[config.mk]
export PLATFORM = sky130hd
export DESIGN_NAME = scanline_irq_timer
export DESIGN_NICKNAME = d
export VERILOG_FILES = /design/src/rtl/scanline_tmr_pkg.sv /design/src/rtl/slt_line_counter.sv /design/src/rtl/slt_cmp_reg.sv /design/src/rtl/slt_compare.sv /design/src/rtl/scanline_irq_timer.sv
export SDC_FILE = /design/constraint.sdc
export NUM_CORES = 1
export LEC_CHECK = 0
export CORE_AREA = 2 2 84 70
export CTS_BUF_LIST = sky130_fd_sc_hd__clkbuf_16
export DETAILED_ROUTE_END_ITERATION = 12
export DIE_AREA = 0 0 86 72
export MAX_ROUTING_LAYER = met4
export PLACE_DENSITY = 0.57
export SETUP_SLACK_MARGIN = 0.5
export SLEW_MARGIN = 20
export SYNTH_ARGS = -nofsm -noshare
export SYNTH_HDL_FRONTEND = slang
export SYNTH_SLANG_ARGS = --single-unit
[constraint.sdc]
create_clock -name clk -period 2.7 [get_ports clk]
set_clock_uncertainty 0.05 [all_clocks]
set_input_delay 0.405 -clock clk [delete_from_list [all_inputs] [get_ports clk]]
set_output_delay 0.405 -clock clk [all_outputs]
set_load 0.1 [all_outputs]
[src/rtl/scanline_tmr_pkg.sv]
package scanline_tmr_pkg;
  localparam int unsigned DEF_LINE_W = 10;
  localparam int unsigned DEF_ADDR_W = 8;
  localparam int unsigned DEF_DATA_W = 32;
  localparam logic [DEF_ADDR_W-1:0] DEF_CMP_ADDR = 8'h90;

  typedef struct packed {
    logic hblank;
    logic vend;
    logic vstart;
  } blank_strobes_t;
endpackage

[src/rtl/slt_line_counter.sv]
module slt_line_counter #(
  parameter int unsigned LINE_W = 10
) (
  input  logic              clk,
  input  logic              rst_n,
  input  logic              hblank,
  input  logic              vend,
  output logic [LINE_W-1:0] count,
  output logic [LINE_W-1:0] count_next,
  output logic              step
);
  localparam logic [LINE_W-1:0] CNT_MAX = {LINE_W{1'b1}};

  assign step       = hblank && !vend && (count != CNT_MAX);
  assign count_next = count + 1'b1;

  always_ff @(posedge clk) begin
    if (!rst_n)        count <= '0;
    else if (vend)     count <= '0;
    else if (step)     count <= count_next;
  end

  assert_clear_R2: assert property (@(posedge clk) disable iff (!rst_n)
    vend |=> (count == '0));
  assert_incr_R1: assert property (@(posedge clk) disable iff (!rst_n)
    (hblank && !vend && count != CNT_MAX) |=> (count == $past(count) + 1'b1));
  assert_saturate_R6: assert property (@(posedge clk) disable iff (!rst_n)
    (count == CNT_MAX && !vend) |=> (count == CNT_MAX));
endmodule

[src/rtl/slt_cmp_reg.sv]
module slt_cmp_reg #(
  parameter int unsigned LINE_W = 10,
  parameter int unsigned ADDR_W = 8,
  parameter int unsigned DATA_W = 32,
  parameter logic [ADDR_W-1:0] CMP_ADDR = 8'h90
) (
  input  logic              clk,
  input  logic              rst_n,
  input  logic              wr_en,
  input  logic [ADDR_W-1:0] wr_addr,
  input  logic [DATA_W-1:0] wr_data,
  output logic [LINE_W-1:0] target,
  output logic              target_valid
);
  logic hit;
  assign hit = wr_en && (wr_addr == CMP_ADDR);

  always_ff @(posedge clk) begin
    if (!rst_n) begin
      target       <= '0;
      target_valid <= 1'b0;
    end else if (hit) begin
      target       <= wr_data[LINE_W-1:0];
      target_valid <= 1'b1;
    end
  end

  assert_other_addr_R9: assert property (@(posedge clk) disable iff (!rst_n)
    (!wr_en || wr_addr != CMP_ADDR) |=> $stable(target));
endmodule

[src/rtl/slt_compare.sv]
module slt_compare #(
  parameter int unsigned LINE_W = 10
) (
  input  logic              clk,
  input  logic              rst_n,
  input  logic              enable,
  input  logic              hblank,
  input  logic              vstart,
  input  logic              step,
  input  logic [LINE_W-1:0] count_next,
  input  logic [LINE_W-1:0] target,
  input  logic              target_valid,
  output logic              irq,
  output logic              line_match
);
  logic zero_tgt;
  logic hit_line;
  logic hit_zero;
  logic hit;

  assign zero_tgt = (target == '0);
  assign hit_line = step && target_valid && !zero_tgt && (count_next == target);
  assign hit_zero = vstart && target_valid && zero_tgt;
  assign hit      = hit_line || hit_zero;

  always_ff @(posedge clk) begin
    if (!rst_n) begin
      irq        <= 1'b0;
      line_match <= 1'b0;
    end else begin
      irq <= enable && hit;
      if (!enable)     line_match <= 1'b0;
      else if (hit)    line_match <= 1'b1;
      else if (hblank) line_match <= 1'b0;
    end
  end

  assert_gate_R8: assert property (@(posedge clk) disable iff (!rst_n)
    !enable |=> (!irq && !line_match));
  assert_flag_with_irq_R7: assert property (@(posedge clk) disable iff (!rst_n)
    irq |-> line_match);
  assert_flag_hold_R7: assert property (@(posedge clk) disable iff (!rst_n)
    (line_match && !hblank && enable) |=> line_match);
  assert_no_pulse_unwritten_R9: assert property (@(posedge clk) disable iff (!rst_n)
    !target_valid |=> !irq);
endmodule

[src/rtl/scanline_irq_timer.sv]
module scanline_irq_timer
  import scanline_tmr_pkg::*;
#(
  parameter int unsigned LINE_W = DEF_LINE_W,
  parameter int unsigned ADDR_W = DEF_ADDR_W,
  parameter int unsigned DATA_W = DEF_DATA_W,
  parameter logic [ADDR_W-1:0] CMP_ADDR = DEF_CMP_ADDR
) (
  input  logic              clk,
  input  logic              rst_n,
  input  logic              hblank_in,
  input  logic              vblank_end,
  input  logic              vblank_out,
  input  logic              timer_en,
  input  logic              wr_en,
  input  logic [ADDR_W-1:0] wr_addr,
  input  logic [DATA_W-1:0] wr_data,
  output logic              irq,
  output logic              line_match
);
  blank_strobes_t    strb;
  logic [LINE_W-1:0] count;
  logic [LINE_W-1:0] count_next;
  logic              step;
  logic [LINE_W-1:0] target;
  logic              target_valid;

  assign strb = '{hblank: hblank_in, vend: vblank_end, vstart: vblank_out};

  slt_line_counter #(.LINE_W(LINE_W)) u_cnt (
    .clk(clk), .rst_n(rst_n), .hblank(strb.hblank), .vend(strb.vend),
    .count(count), .count_next(count_next), .step(step)
  );

  slt_cmp_reg #(.LINE_W(LINE_W), .ADDR_W(ADDR_W), .DATA_W(DATA_W),
                .CMP_ADDR(CMP_ADDR)) u_reg (
    .clk(clk), .rst_n(rst_n), .wr_en(wr_en), .wr_addr(wr_addr),
    .wr_data(wr_data), .target(target), .target_valid(target_valid)
  );

  slt_compare #(.LINE_W(LINE_W)) u_cmp (
    .clk(clk), .rst_n(rst_n), .enable(timer_en), .hblank(strb.hblank),
    .vstart(strb.vstart), .step(step), .count_next(count_next),
    .target(target), .target_valid(target_valid),
    .irq(irq), .line_match(line_match)
  );

  assert_line_pulse_R3: assert property (@(posedge clk) disable iff (!rst_n)
    (irq && !$past(vblank_out)) |-> $past(hblank_in && !vblank_end));
  assert_zero_pulse_R4: assert property (@(posedge clk) disable iff (!rst_n)
    (irq && target == '0 && !$past(wr_en)) |-> $past(vblank_out));
endmodule

# Yosys cells after proc, flatten, opt, wreduce, memory -nomap -nowiden
# Cells that the tools add are included.
# totals
ff_bits	23
latch_bits	0
ramBits	0
romBits	0
in_bits	47
output_inout_bits	2
word_cells	28
memories	0
# classes
n_addsub	1
mul	0
div	0
magnitude_cmp	0
eq_ne	3
shifts	0
mux	2
bitwise_logic	1
n_reduce_logical	16
# op_table
op	count
$add 10x1->10 const B	1
$eq 10x10->1	1
$logic_not 10->1	1
$ne 10x10->1 const B	1
$logic_and 1x1->1	9
$eq 8x8->1 const B	1
$logic_not 1->1	2
$mux 1	2
$reduce_and 2->1	1
$reduce_bool 2->1	1
$reduce_or 2->1	1
$logic_or 1x1->1	1
$not 1->1	1

# Longest topological paths before layout
# Gate-level depths: netlist of the first run.
# logic_depth
ltp_word	8
depth_mapped	7
depth_no_buf	7

# Cells and area by module
# Synthesis of the first run repeated with hierarchy kept, for this count alone.
# unflattened
cells_unflattened	150
hier_area_um2	1315.0
# by_module_without_submodules
mod	instances	cells_each	area_per_inst_um2	seq_area_each_um2
slt_line_counter	1	77	645.6	200.2
slt_cmp_reg	1	48	462.9	220.2
slt_compare	1	25	206.4	40.0

# Least setup slack after synthesis of the first run
# No wires, ideal clock.
# synth_path
path_kind	register to register
start	register u_cnt.count[0]
end	register u_cmp.line_match
t_arrival_ns	1.443
path_slack_ns	1.084
path_stages_with_launch	8
path_buffers	0
period_less_slack_ns	1.616
cell_sequence	dfxtp_1 -> ha_1 -> and2_1 -> nor2_1 -> o311ai_0 -> o311ai_1 -> nand4_1 -> nand3_1
# synth_between
elab_chain_len	7
# synth_rtl
item	line_no	source
start: declaration	slt_line_counter.sv:8	output logic [LINE_W-1:0] count,
start signal: assignment	slt_line_counter.sv:20	else if (step) count <= count_next;
branches (longest 4 deep; another with $add 10x1->10)	--	
$logic_and 1x1->1 (*)	slt_compare.sv:22	assign hit_line = step && target_valid && !zero_tgt && (count_next == target);
$logic_or 1x1->1 (*)	slt_compare.sv:24	assign hit = hit_line || hit_zero;
$mux 1 / $reduce_bool 2->1 (equally long branches)	--	
end signal: assignment	slt_compare.sv:32	if (!enable) line_match <= 1'b0;
end signal: assignment	slt_compare.sv:33	else if (hit) line_match <= 1'b1;
end signal: assignment	slt_compare.sv:34	else if (hblank) line_match <= 1'b0;
end: declaration	slt_compare.sv:14	output logic line_match
# Every way passes the cells marked *.
# A chain may end at the register's enable or synchronous reset.

# Final worst setup path of the first run
# Ends and elaborated chain as after synthesis.

==> key figures, run 1 <==
Run
  – Max-cap violations: 0

Drt
  – Vias per cell: 4.50
  – DR iter-0 viols: 32
  – DR WL/cell: 12.0 um
  – Routed WL: 2760 um
  – Highest routed layer: met4
  – DR WL met2: 1120 um
  – # DRC: 0
  – Wl on met1: 1420 um
  – DR vias: 1,035
  – Antenna Nets Post-Route: 0
  – First drt pass iteration count: 3
  – WL met3: 197 um

Layout
  – Nets: 214
  – Filler cell count: 559
  – Design area: 0.00170 mm^2
  – Layout cells sized above 1: 10.3%
  – Syn-to-layout area delta: 30.6%
  – Multi-input gate area: 813 um^2
  – Sequential cell area: 460 um^2
  – Finished Layout Cells: 230
  – ANT cells: 0
  – Final Util: 32.0%

Logic synthesis
  – Synthesized flop and latch total: 23
  – Yosys top cell by area: dfxtp_1
  – Sequential element share of the synthesized area: 35.4%
  – EDFF count, synth: 0
  – Syn Inst Count: 139
  – Synth cell types: 43
  – Synth area leaders: dfxtp_1 (35%), mux2i_1 (8.5%), xor2_1 (6.1%)
  – Yosys top cell area share: 35.4%
  – Syn avg cell area: 9.37 um^2
  – Synthesis Warnings: 0
  – Ys flop type: dfxtp_1
  – Post-Synthesis Cell Area: 0.00130 mm^2
  – Post-synth ARST share: 0%
  – Syn Nets: 187

Timing
  – Max_slew headroom: 72.1%
  – Count of pins over their slew limit: 0
  – Setup TNS: 0 ns
  – Final worst setup slack: 0.790 ns
  – Final count of hold timing violations: 0
  – Unrepaired setup endpoints after global routing: no
  – Fin crit period: 1.91 ns
  – Achievable clock frequency: 524 MHz
  – Final setup fails: 0
  – Worst-margin pin slew: 0.417 ns
  – Tcrit/Tclk final: 70.7%
  – Hold WS: 0.391 ns

GRT
  – Vias in the first global route: 1,071
  – Grt total ovfl: 0
  – Pin count of the biggest net entering global routing: 15
  – First-pass GRT wire length: 4960 um
  – Total GRT Usage: 10.3%
  – Initial antenna violation count: 0

Placement
  – Routability congestion estimate: 0.679
  – Detailed placement HPWL: 2130 um
  – Placed cell areas: 0.00162 mm^2
  – IO buf count: 26
  – Pre-CTS WS: 0.657 ns
  – Placed cell count: 226

Clocking
  – CTS Buffer Depth: 2
  – Post-CTS Setup Inserts: 0
  – CTS tree: yes
  – Clk Latency, worst-skew pair: 0.25 ns
  – Cts repair resizes: 0
  – Htree depth: 1
  – CTS clock-pin slew for the worst setup and hold paths: 0.06 ns
  – Total CTS buffers: 3
  – # clock sinks: 23
  – Root Driver: clkbuf_16
  – Post-CTS Hold Fix Bufs: 0

Power
  – Max VDD drop: 0.218 mV
  – Static Leak: 0.658 nW
  – Logic gate share of total power: 7.6%
  – Int Pwr: 0.578 mW
  – Sw frac: 20.0%
  – Sw power: 0.144 mW
  – Clock power frac: 45.2%
  – Design Power: 0.723 mW
  – Pwr/cell area: 425 mW/mm^2
  – Sequential power share: 47.3%

Worst hold path
  – Hold crit path type: reg2reg
  – Min-delay src: u_reg.target_valid

Critical path
  – Worst path required time: 2.79 ns
  – CP Class: reg2reg
  – FF-to-FF Start: u_cnt.count[0]
  – Crit path launch type: flop
  – Worst path arrival time: 2.00 ns
  – Critical Path Source: u_cnt.count[0]
  – Critical path endpoint category: flop
  – Critical Path Fanout Max: 6

Die
  – Die H: 72 um
  – Starting density of the core: 24.5%
  – Core Area: 0.00532 mm^2
  – Site Rows: 24
  – Total die area: 0.00619 mm^2
  – Die span in x: 86 um
  – Num ports: 49

Status
  – Status: complete, no violations
## cell type report
class / count / area share (%)
inverter: 1 / 0.221
multi-input combinational: 110 / 47.8
clock buffer: 3 / 4.41
timing repair buffer: 27 / 15.4
tap: 65 / 4.78
clock inverter: 1 / 0.294
sequential: 23 / 27.1
## worst max-delay path: stages, from the launching register on
cell     delay, ns
dfxtp_1       0.45
ha_1          0.29
and2_1        0.25
nand4_1       0.22
xnor2_1       0.29
nor3_1        0.07
nand4_1       0.11
nand3_1       0.07
## cell usage after synthesis (3+ instances only)
| library cell | n |
|---|---|
| mux2i_1 | 11 |
| nand2b_1 | 5 |
| dfxtp_1 | 23 |
| xnor2_1 | 8 |
| xor2_1 | 9 |
| nand3_1 | 6 |
| nor2b_1 | 11 |
| a21oi_1 | 3 |
| nor2_1 | 10 |
| nand4_1 | 4 |
| nand2_1 | 7 |
| nor3_1 | 4 |
## logic make-up after synthesis
| group | after synthesis | synth area share (%) |
|---|---|---|
| DFF | 23 | 35.4 |
| adders and majority gates | 1 | 0.960 |
| AOI/OAI and AO/OA | 13 | 7.49 |
| muxes | 11 | 8.45 |
| buffers and inverters | 6 | 2.21 |
| and+or+nand+nor | 68 | 34.1 |
| xor gates and xnor gates | 17 | 11.4 |
## power groups by stage
stage	clock network (mW)	logic (mW)	registers, mW
after floorplan	0	0.0161	0.349
after global placement	0	0.0557	0.349
after detailed placement	0	0.0552	0.349
after CTS	0.336	0.0555	0.341
after global routing	0.349	0.0597	0.341
final	0.326	0.0547	0.341
## cell usage in the layout, fill, tap and decap left out, types with 2 or more instances in the layout
cell type,Yosys,routed
clkdlybuf4s50_1,0,24
mux2i_1,11,11
nor2_1,10,10
and3_1,2,2
nor2b_1,11,11
o21ai_0,2,2
o21ai_1,2,2
xnor2_1,8,8
nor3b_1,2,2
nand4_1,4,4
clkbuf_16,0,3
nand2b_1,5,5
nor3_2,2,2
or3_1,2,2
nand2_1,7,7
buf_4,1,3
nor3_1,4,4
xor2_1,9,9
nand3_1,6,6
a21oi_1,3,3
dfxtp_1,23,23
## flip-flops by register name, summed over array words and instances, names as in the netlist
signal and flops:
u_cmp.irq 1, u_cmp.line_match 1, u_reg.target 10, u_reg.target_valid 1, u_cnt.count 10
## final timing paths
check,to,cells past startpoint,slack (ns)
max,u_cmp.line_match,7,0.79
min,u_reg.target_valid,2,0.39
max reg2reg,u_cmp.line_match,7,0.79
min reg2reg,u_reg.target_valid,2,0.39
## routing by layer
layer,GRT usage (%),vias up
met2,15.7,22
met5,-,-
met4,1.59,0
met3,3.64,2
met1,13.4,470
li1,-,541
(Power assumes the default switching activity.)
==> inputs of run 2 (changes only) <==
Clock period 2.7 ns to 1.9 ns, I/O delays scaled along.
==> key figures, run 2 (same netlist as run 1, synthesis figures left out) <==
Drt
  – DR WL/cell: 12.2 um (was 12.0 um)
  – # DRC: 0 (unchanged)
  – DR iter-0 viols: 24 (was 32)
  – DR vias: 1,110 (was 1,035)
  – First drt pass iteration count: 4 (was 3)
  – Vias per cell: 4.59 (was 4.50)
  – Antenna Nets Post-Route: 0 (unchanged)
  – Routed WL: 2950 um (was 2760 um)

Timing
  – Final setup fails: 0 (unchanged)
  – Tcrit/Tclk final: 82.7% (was 70.7%)
  – Max_slew headroom: 72.9% (was 72.1%)
  – Worst-margin pin slew: 0.406 ns (was 0.417 ns)
  – Achievable clock frequency: 637 MHz (was 524 MHz)
  – Setup TNS: 0 ns (unchanged)
  – Final count of hold timing violations: 0 (unchanged)
  – Unrepaired setup endpoints after global routing: yes (was no)
  – Count of pins over their slew limit: 0 (unchanged)
  – Fin crit period: 1.57 ns (was 1.91 ns)

Layout
  – Filler cell count: 545 (was 559)
  – Most frequent cells in the layout: clkdlybuf4s50_1 (18), dfxtp_1 (15), nor2b_1 (11), mux2i_1 (11), buf_4 (11) (was clkdlybuf4s50_1 (24), dfxtp_1 (23), nor2b_1 (11), mux2i_1 (11), nor2_1 (10))
  – Nets: 226 (was 214)
  – Layout cells sized above 1: 27.1% (was 10.3%)
  – ANT cells: 0 (unchanged)
  – Top flop regs: u_cnt.count (10), u_reg.target (10) (unchanged)
  – Finished Layout Cells: 242 (was 230)
  – Syn-to-layout area delta: 47.0% (was 30.6%)
  – Commonest non-fill, non-tap cell in the layout: clkdlybuf4s50_1 (unchanged)

Clocking
  – CTS clock-pin slew for the worst setup and hold paths: 0.06 ns (about the same)
  – Htree depth: 1 (unchanged)
  – CTS tree: yes (unchanged)
  – CTS Buffer Depth: 2 (unchanged)
  – # clock sinks: 23 (unchanged)
  – Post-CTS Hold Fix Bufs: 0 (unchanged)
  – Clk Latency, worst-skew pair: 0.26 ns (was 0.25 ns)
  – Root Driver: clkbuf_16 (unchanged)
  – Total CTS buffers: 3 (unchanged)

Critical path
  – CP Class: reg2reg (unchanged)
  – Worst path arrival time: 1.67 ns (was 2.00 ns)
  – Critical path endpoint category: flop (unchanged)
  – Critical Path Fanout Max: 8 (was 6)
  – Crit path launch type: flop (unchanged)
  – Worst path required time: 1.99 ns (was 2.79 ns)

GRT
  – First-pass GRT wire length: 5020 um (was 4960 um)
  – Pin count of the biggest net entering global routing: 14 (was 15)
  – Grt total ovfl: 0 (unchanged)
  – Initial antenna violation count: 0 (unchanged)
  – Vias in the first global route: 1,094 (was 1,071)
  – Total GRT Usage: 10.5% (was 10.3%)

Run
  – Max-cap violations: 0 (unchanged)

Placement
  – Routability congestion estimate: 0.755 (was 0.679)
  – IO buf count: 26 (unchanged)
  – Detailed placement HPWL: 2140 um (was 2130 um)
  – Placed cell count: 228 (was 226)

Die
  – Die H: 72 um (unchanged)
  – Total die area: 0.00619 mm^2 (unchanged)
  – Die span in x: 86 um (unchanged)
  – Core Area: 0.00532 mm^2 (unchanged)
  – Starting density of the core: 24.5% (unchanged)
  – Num ports: 49 (unchanged)
  – Site Rows: 24 (unchanged)

Power
  – Pwr/cell area: 537 mW/mm^2 (was 425 mW/mm^2)
  – Static Leak: 0.794 nW (was 0.658 nW)
  – Design Power: 1.03 mW (was 0.723 mW)
  – Max VDD drop: 0.246 mV (was 0.218 mV)

Status
  – Status: complete, no violations (unchanged)

Worst hold path
  – Hold crit path type: reg2reg (unchanged)
## run 2: changes by cell type in the layout (fill, tap and decap cells not counted), moves of 2 or more
cell / previous run / this run
buf_4: 3 / 11
buf_6: 0 / 2
clkdlybuf4s50_1: 24 / 18
dfxtp_1: 23 / 15
dfxtp_2: 0 / 5
dfxtp_4: 0 / 3
dlymetal6s2s_1: 0 / 6
nor3_1: 4 / 2
nor3_2: 2 / 4
xnor2_1: 8 / 6
xnor2_2: 0 / 2
## run 2: worst paths after layout
check	startpoint	endpoint	slack (ns)	cells after the start
worst min-delay path	u_reg.target_valid	u_reg.target_valid	0.40	2
worst max register to register	u_cnt.count[2]	u_cmp.line_match	0.33	6
worst max-delay path	u_cnt.count[2]	u_cmp.line_match	0.33	6
worst min register to register	u_reg.target_valid	u_reg.target_valid	0.40	2
## run 2: metrics by stage
| stage | setup slack (ns) | cell area, um^2 | utilization [%] | hold WS (ns) |
|---|---|---|---|---|
| after floorplan | 0.447 | 1340 | - | 0.370 |
| after global placement | 0.0921 | 1670 | 31.5 | 0.383 |
| after detailed placement | 0.0936 | 1670 | 31.5 | 0.389 |
| after CTS | 0.359 | 1840 | 34.6 | 0.400 |
| after global routing | 0.252 | 1910 | 36.0 | 0.431 |
| final | 0.329 | 1910 | 36.0 | 0.397 |
## run 2: what timing repair did
item	4_1_cts	5_1_grt
buffers inserted	5	3
pin swaps	5	6
setup endpoints to repair	21	22
gates cloned	1	1
hold endpoints to repair	0	0
resized for setup	11	13
## run 2: cell type report
type	count	area (um^2)	area share [%]
Clock buffer	3	75.1	3.92
Clock inverter	1	3.75	0.196
Inverter	1	3.75	0.196
Multi-Input combinational cell	111	907	47.4
Sequential cell	23	478	25.0
Tap cell	65	81.3	4.25
Timing Repair Buffer	38	365	19.1
## run 2: power by group
part	switching, mW	leakage (nW)	internal, mW
Sequential	0.00205	0.190	0.480
Clock	0.172	0.0423	0.281
Combinational	0.0287	0.562	0.0638
## run 2: per-layer routing
layer,share of wire (%),global-route usage (%)
met5,0,-
met2,41,15.4
met3,5.1,3.41
met1,53,14.0
met4,1.0,2.65
## run 2: worst max-delay path: stages (launching register included)
cell     delay [ns]
dfxtp_2        0.43
nand3_2        0.17
o21ai_1        0.15
nor3b_1        0.06
or3_1          0.38
nand4_1        0.15
nand3_1        0.08
==> inputs of run 3 (changes only) <==
Settings changed: PLACE_DENSITY 0.57 to 0.59.
Clock period 1.9 ns to 1.3 ns, I/O delays scaled along.
==> key figures, run 3 (same netlist as run 1, synthesis figures left out) <==
Critical path
  – Crit path launch type: flop (unchanged)
  – Critical path's top delay family: simple AND/OR/NAND/NOR gates (unchanged)
  – Critical path endpoint category: flop (unchanged)
  – R2R Setup Slk: -0.22 ns (was 0.33 ns)
  – FF-to-FF path depth: 7 (was 6)
  – Cells along the critical path: ha_4 -> and2_4 -> nand4_1 -> xnor2_2 -> nor3_1 -> nand4_1 -> nand3_1 (was nand3_2 -> o21ai_1 -> nor3b_1 -> or3_1 -> nand4_1 -> nand3_1)
  – Critical Path Max Stage Delay: 0.37 ns (was 0.43 ns)
  – Critical Path Fanout Max: 6 (was 8)
  – Worst path arrival time: 1.66 ns (was 1.67 ns)
  – Most used cell, CP: nand4_1
  – Buf/Inv on CP: 0 (unchanged)
  – FF-to-FF Start: u_cnt.count[1] (was u_cnt.count[2])
  – Crit path max-delay cell type: dfxtp_4 (was dfxtp_2)
  – Worst path required time: 1.44 ns (was 1.99 ns)
  – CP Class: reg2reg (unchanged)
  – Worst R2R End: u_cmp.line_match (unchanged)

Clocking
  – Clk Latency, worst-skew pair: 0.26 ns (about the same)
  – Total CTS buffers: 3 (unchanged)
  – CTS clock-pin slew for the worst setup and hold paths: 0.06 ns (about the same)
  – Htree depth: 1 (unchanged)
  – # clock sinks: 23 (unchanged)
  – CTS tree: yes (unchanged)
  – Root Driver: clkbuf_16 (unchanged)
  – CTS Buffer Depth: 2 (unchanged)
  – Post-CTS Hold Fix Bufs: 0 (unchanged)

Power
  – Logic gate share of total power: 8.8% (was 9.0%)
  – Sequential power share: 46.9% (about the same)
  – Static Leak: 0.863 nW (was 0.794 nW)
  – Design Power: 1.49 mW (was 1.03 mW)
  – Clock power frac: 44.2% (was 44.1%)
  – Max VDD drop: 0.339 mV (was 0.246 mV)
  – Pwr/cell area: 737 mW/mm^2 (was 537 mW/mm^2)
  – Sw frac: 19.8% (was 19.7%)
  – Int Pwr: 1.20 mW (was 0.825 mW)
  – Sw power: 0.296 mW (was 0.203 mW)

Run
  – Max-cap violations: 0 (unchanged)

Placement
  – IO buf count: 26 (unchanged)
  – Placed cell areas: 0.00191 mm^2 (was 0.00167 mm^2)
  – Placed cell count: 252 (was 228)
  – Detailed placement HPWL: 2430 um (was 2140 um)
  – Routability congestion estimate: 0.760 (was 0.755)

Layout
  – Most frequent cells in the layout: buf_4 (24), dfxtp_1 (16), clkdlybuf4s50_1 (15), nor2b_1 (11), mux2i_1 (11) (was clkdlybuf4s50_1 (18), dfxtp_1 (15), nor2b_1 (11), mux2i_1 (11), buf_4 (11))
  – ANT cells: 0 (unchanged)
  – Layout cells sized above 1: 33.9% (was 27.1%)
  – Finished Layout Cells: 257 (was 242)
  – Syn-to-layout area delta: 55.8% (was 47.0%)
  – Top flop regs: u_cnt.count (10), u_reg.target (10) (unchanged)
  – Design area: 0.00203 mm^2 (was 0.00191 mm^2)
  – Nets: 241 (was 226)
  – Commonest non-fill, non-tap cell in the layout: buf_4 (was clkdlybuf4s50_1)

GRT
  – Grt total ovfl: 0 (unchanged)
  – Total GRT Usage: 11.0% (was 10.5%)
  – First-pass GRT wire length: 5180 um (was 5020 um)
  – Pin count of the biggest net entering global routing: 14 (unchanged)
  – Initial antenna violation count: 0 (unchanged)
  – Vias in the first global route: 1,114 (was 1,094)

Timing
  – Max_slew headroom: 77.3% (was 72.9%)
  – Final count of hold timing violations: 0 (unchanged)
  – Final worst setup slack: -0.221 ns (was 0.329 ns)
  – Final setup fails: 11 (was 0)
  – Unrepaired setup endpoints after global routing: yes (unchanged)
  – Count of pins over their slew limit: 0 (unchanged)
  – Worst-margin pin slew: 0.340 ns (was 0.406 ns)
  – Tcrit/Tclk final: 117% (was 82.7%)
  – Fin crit period: 1.52 ns (was 1.57 ns)
  – Setup TNS: -1.73 ns (was 0 ns)
  – Hold WS: 0.386 ns (was 0.397 ns)
  – Achievable clock frequency: 657 MHz (was 637 MHz)

Status
  – Failing checks: negative setup slack
  – Status: complete, but fails checks (was complete, no violations)

Drt
  – # DRC: 0 (unchanged)
  – Vias per cell: 4.42 (was 4.59)
  – Antenna Nets Post-Route: 0 (unchanged)
  – First drt pass iteration count: 4 (unchanged)
  – DR vias: 1,136 (was 1,110)
  – Routed WL: 3080 um (was 2950 um)
  – DR WL/cell: 12.0 um (was 12.2 um)
  – DR iter-0 viols: 45 (was 24)

Die
  – Core Area: 0.00532 mm^2 (unchanged)
  – Die span in x: 86 um (unchanged)
  – Die H: 72 um (unchanged)
  – Site Rows: 24 (unchanged)
  – Total die area: 0.00619 mm^2 (unchanged)
  – Num ports: 49 (unchanged)
  – Starting density of the core: 24.5% (unchanged)

Worst hold path
  – Min-delay src: wr_addr[6] (was u_reg.target_valid)
  – Hold depth: 5 (was 2)
  – Worst Hold Endpoint: u_reg.target_valid (unchanged)
  – Hold crit path type: in2reg (was reg2reg)
-- run 3: changes by cell type in the layout (fill, tap and decap cells not counted), moves of 2 or more --
cell             previous run  this run
dlygate4sd2_1               0         3
dlymetal6s2s_1              6         0
clkdlybuf4s15_1             0         2
dfxtp_2                     5         3
buf_6                       2         6
nor3_2                      4         2
buf_4                      11        24
buf_12                      0         2
clkdlybuf4s50_1            18        15
-- run 3: timing repair --
action,in CTS,in global routing
setup buffers,0,0
gates resized for setup,32,5
endpoints found under the setup margin,25,25
gates cloned,1,0
pin swaps,9,4
-- run 3: layout make-up --
cell class | instances | area, um^2
inverters | 1 | 3.75
clock buffers | 3 | 75.1
fillers | 526 | 3290
clock inverters | 1 | 3.75
repair buffers | 54 | 494
multi-input cells | 110 | 892
flip-flops and latches | 23 | 479
well taps | 65 | 81.3
-- run 3: worst max-delay path by stage --
stage,end,startpoint,depth (start not counted)
finish,u_cmp.line_match,u_cnt.count[1],7
global route,u_cmp.irq,u_cnt.count[0],7
CTS,u_cmp.line_match,u_cnt.count[1],7
detailed placement,u_cnt.count[6],vblank_end,6
global placement,u_cnt.count[6],vblank_end,6
floorplan,u_cmp.line_match,u_reg.target[2],5
-- run 3: power by group through the flow --
stage	Sequential [mW]	Combinational, mW	Clock [mW]
6_report	0.702	0.132	0.661
5_1_grt	0.701	0.143	0.714
4_1_cts	0.702	0.131	0.684
3_5_place_dp	0.720	0.134	0
3_3_place_gp	0.720	0.134	0
2_1_floorplan	0.720	0.0363	0
-- run 3: metrics by stage --
stage,worst slack (ns),util (%)
finish,-0.221,38.2
global route,-0.329,38.2
CTS,-0.219,38.0
detailed placement,-0.338,35.9
global placement,-0.309,35.9
floorplan,-0.152,-
-- run 3: worst register-to-register path: cells and delay by family, from the launching register on --
| kind | cells | cell delay, ns |
|---|---|---|
| adders and majority gates | 1 | 0.17 |
| DFF | 1 | 0.37 |
| xor gates and xnor gates | 1 | 0.19 |
| and+or+nand+nor | 5 | 0.67 |
-- run 3: layer usage --
metal	part of all wire, %	vias up	GRT usage [%]
met1	54	519	15.0
met3	4.4	2	3.19
met5	0	-	-
met2	41	17	15.9
li1	-	598	-
met4	0.81	0	2.65
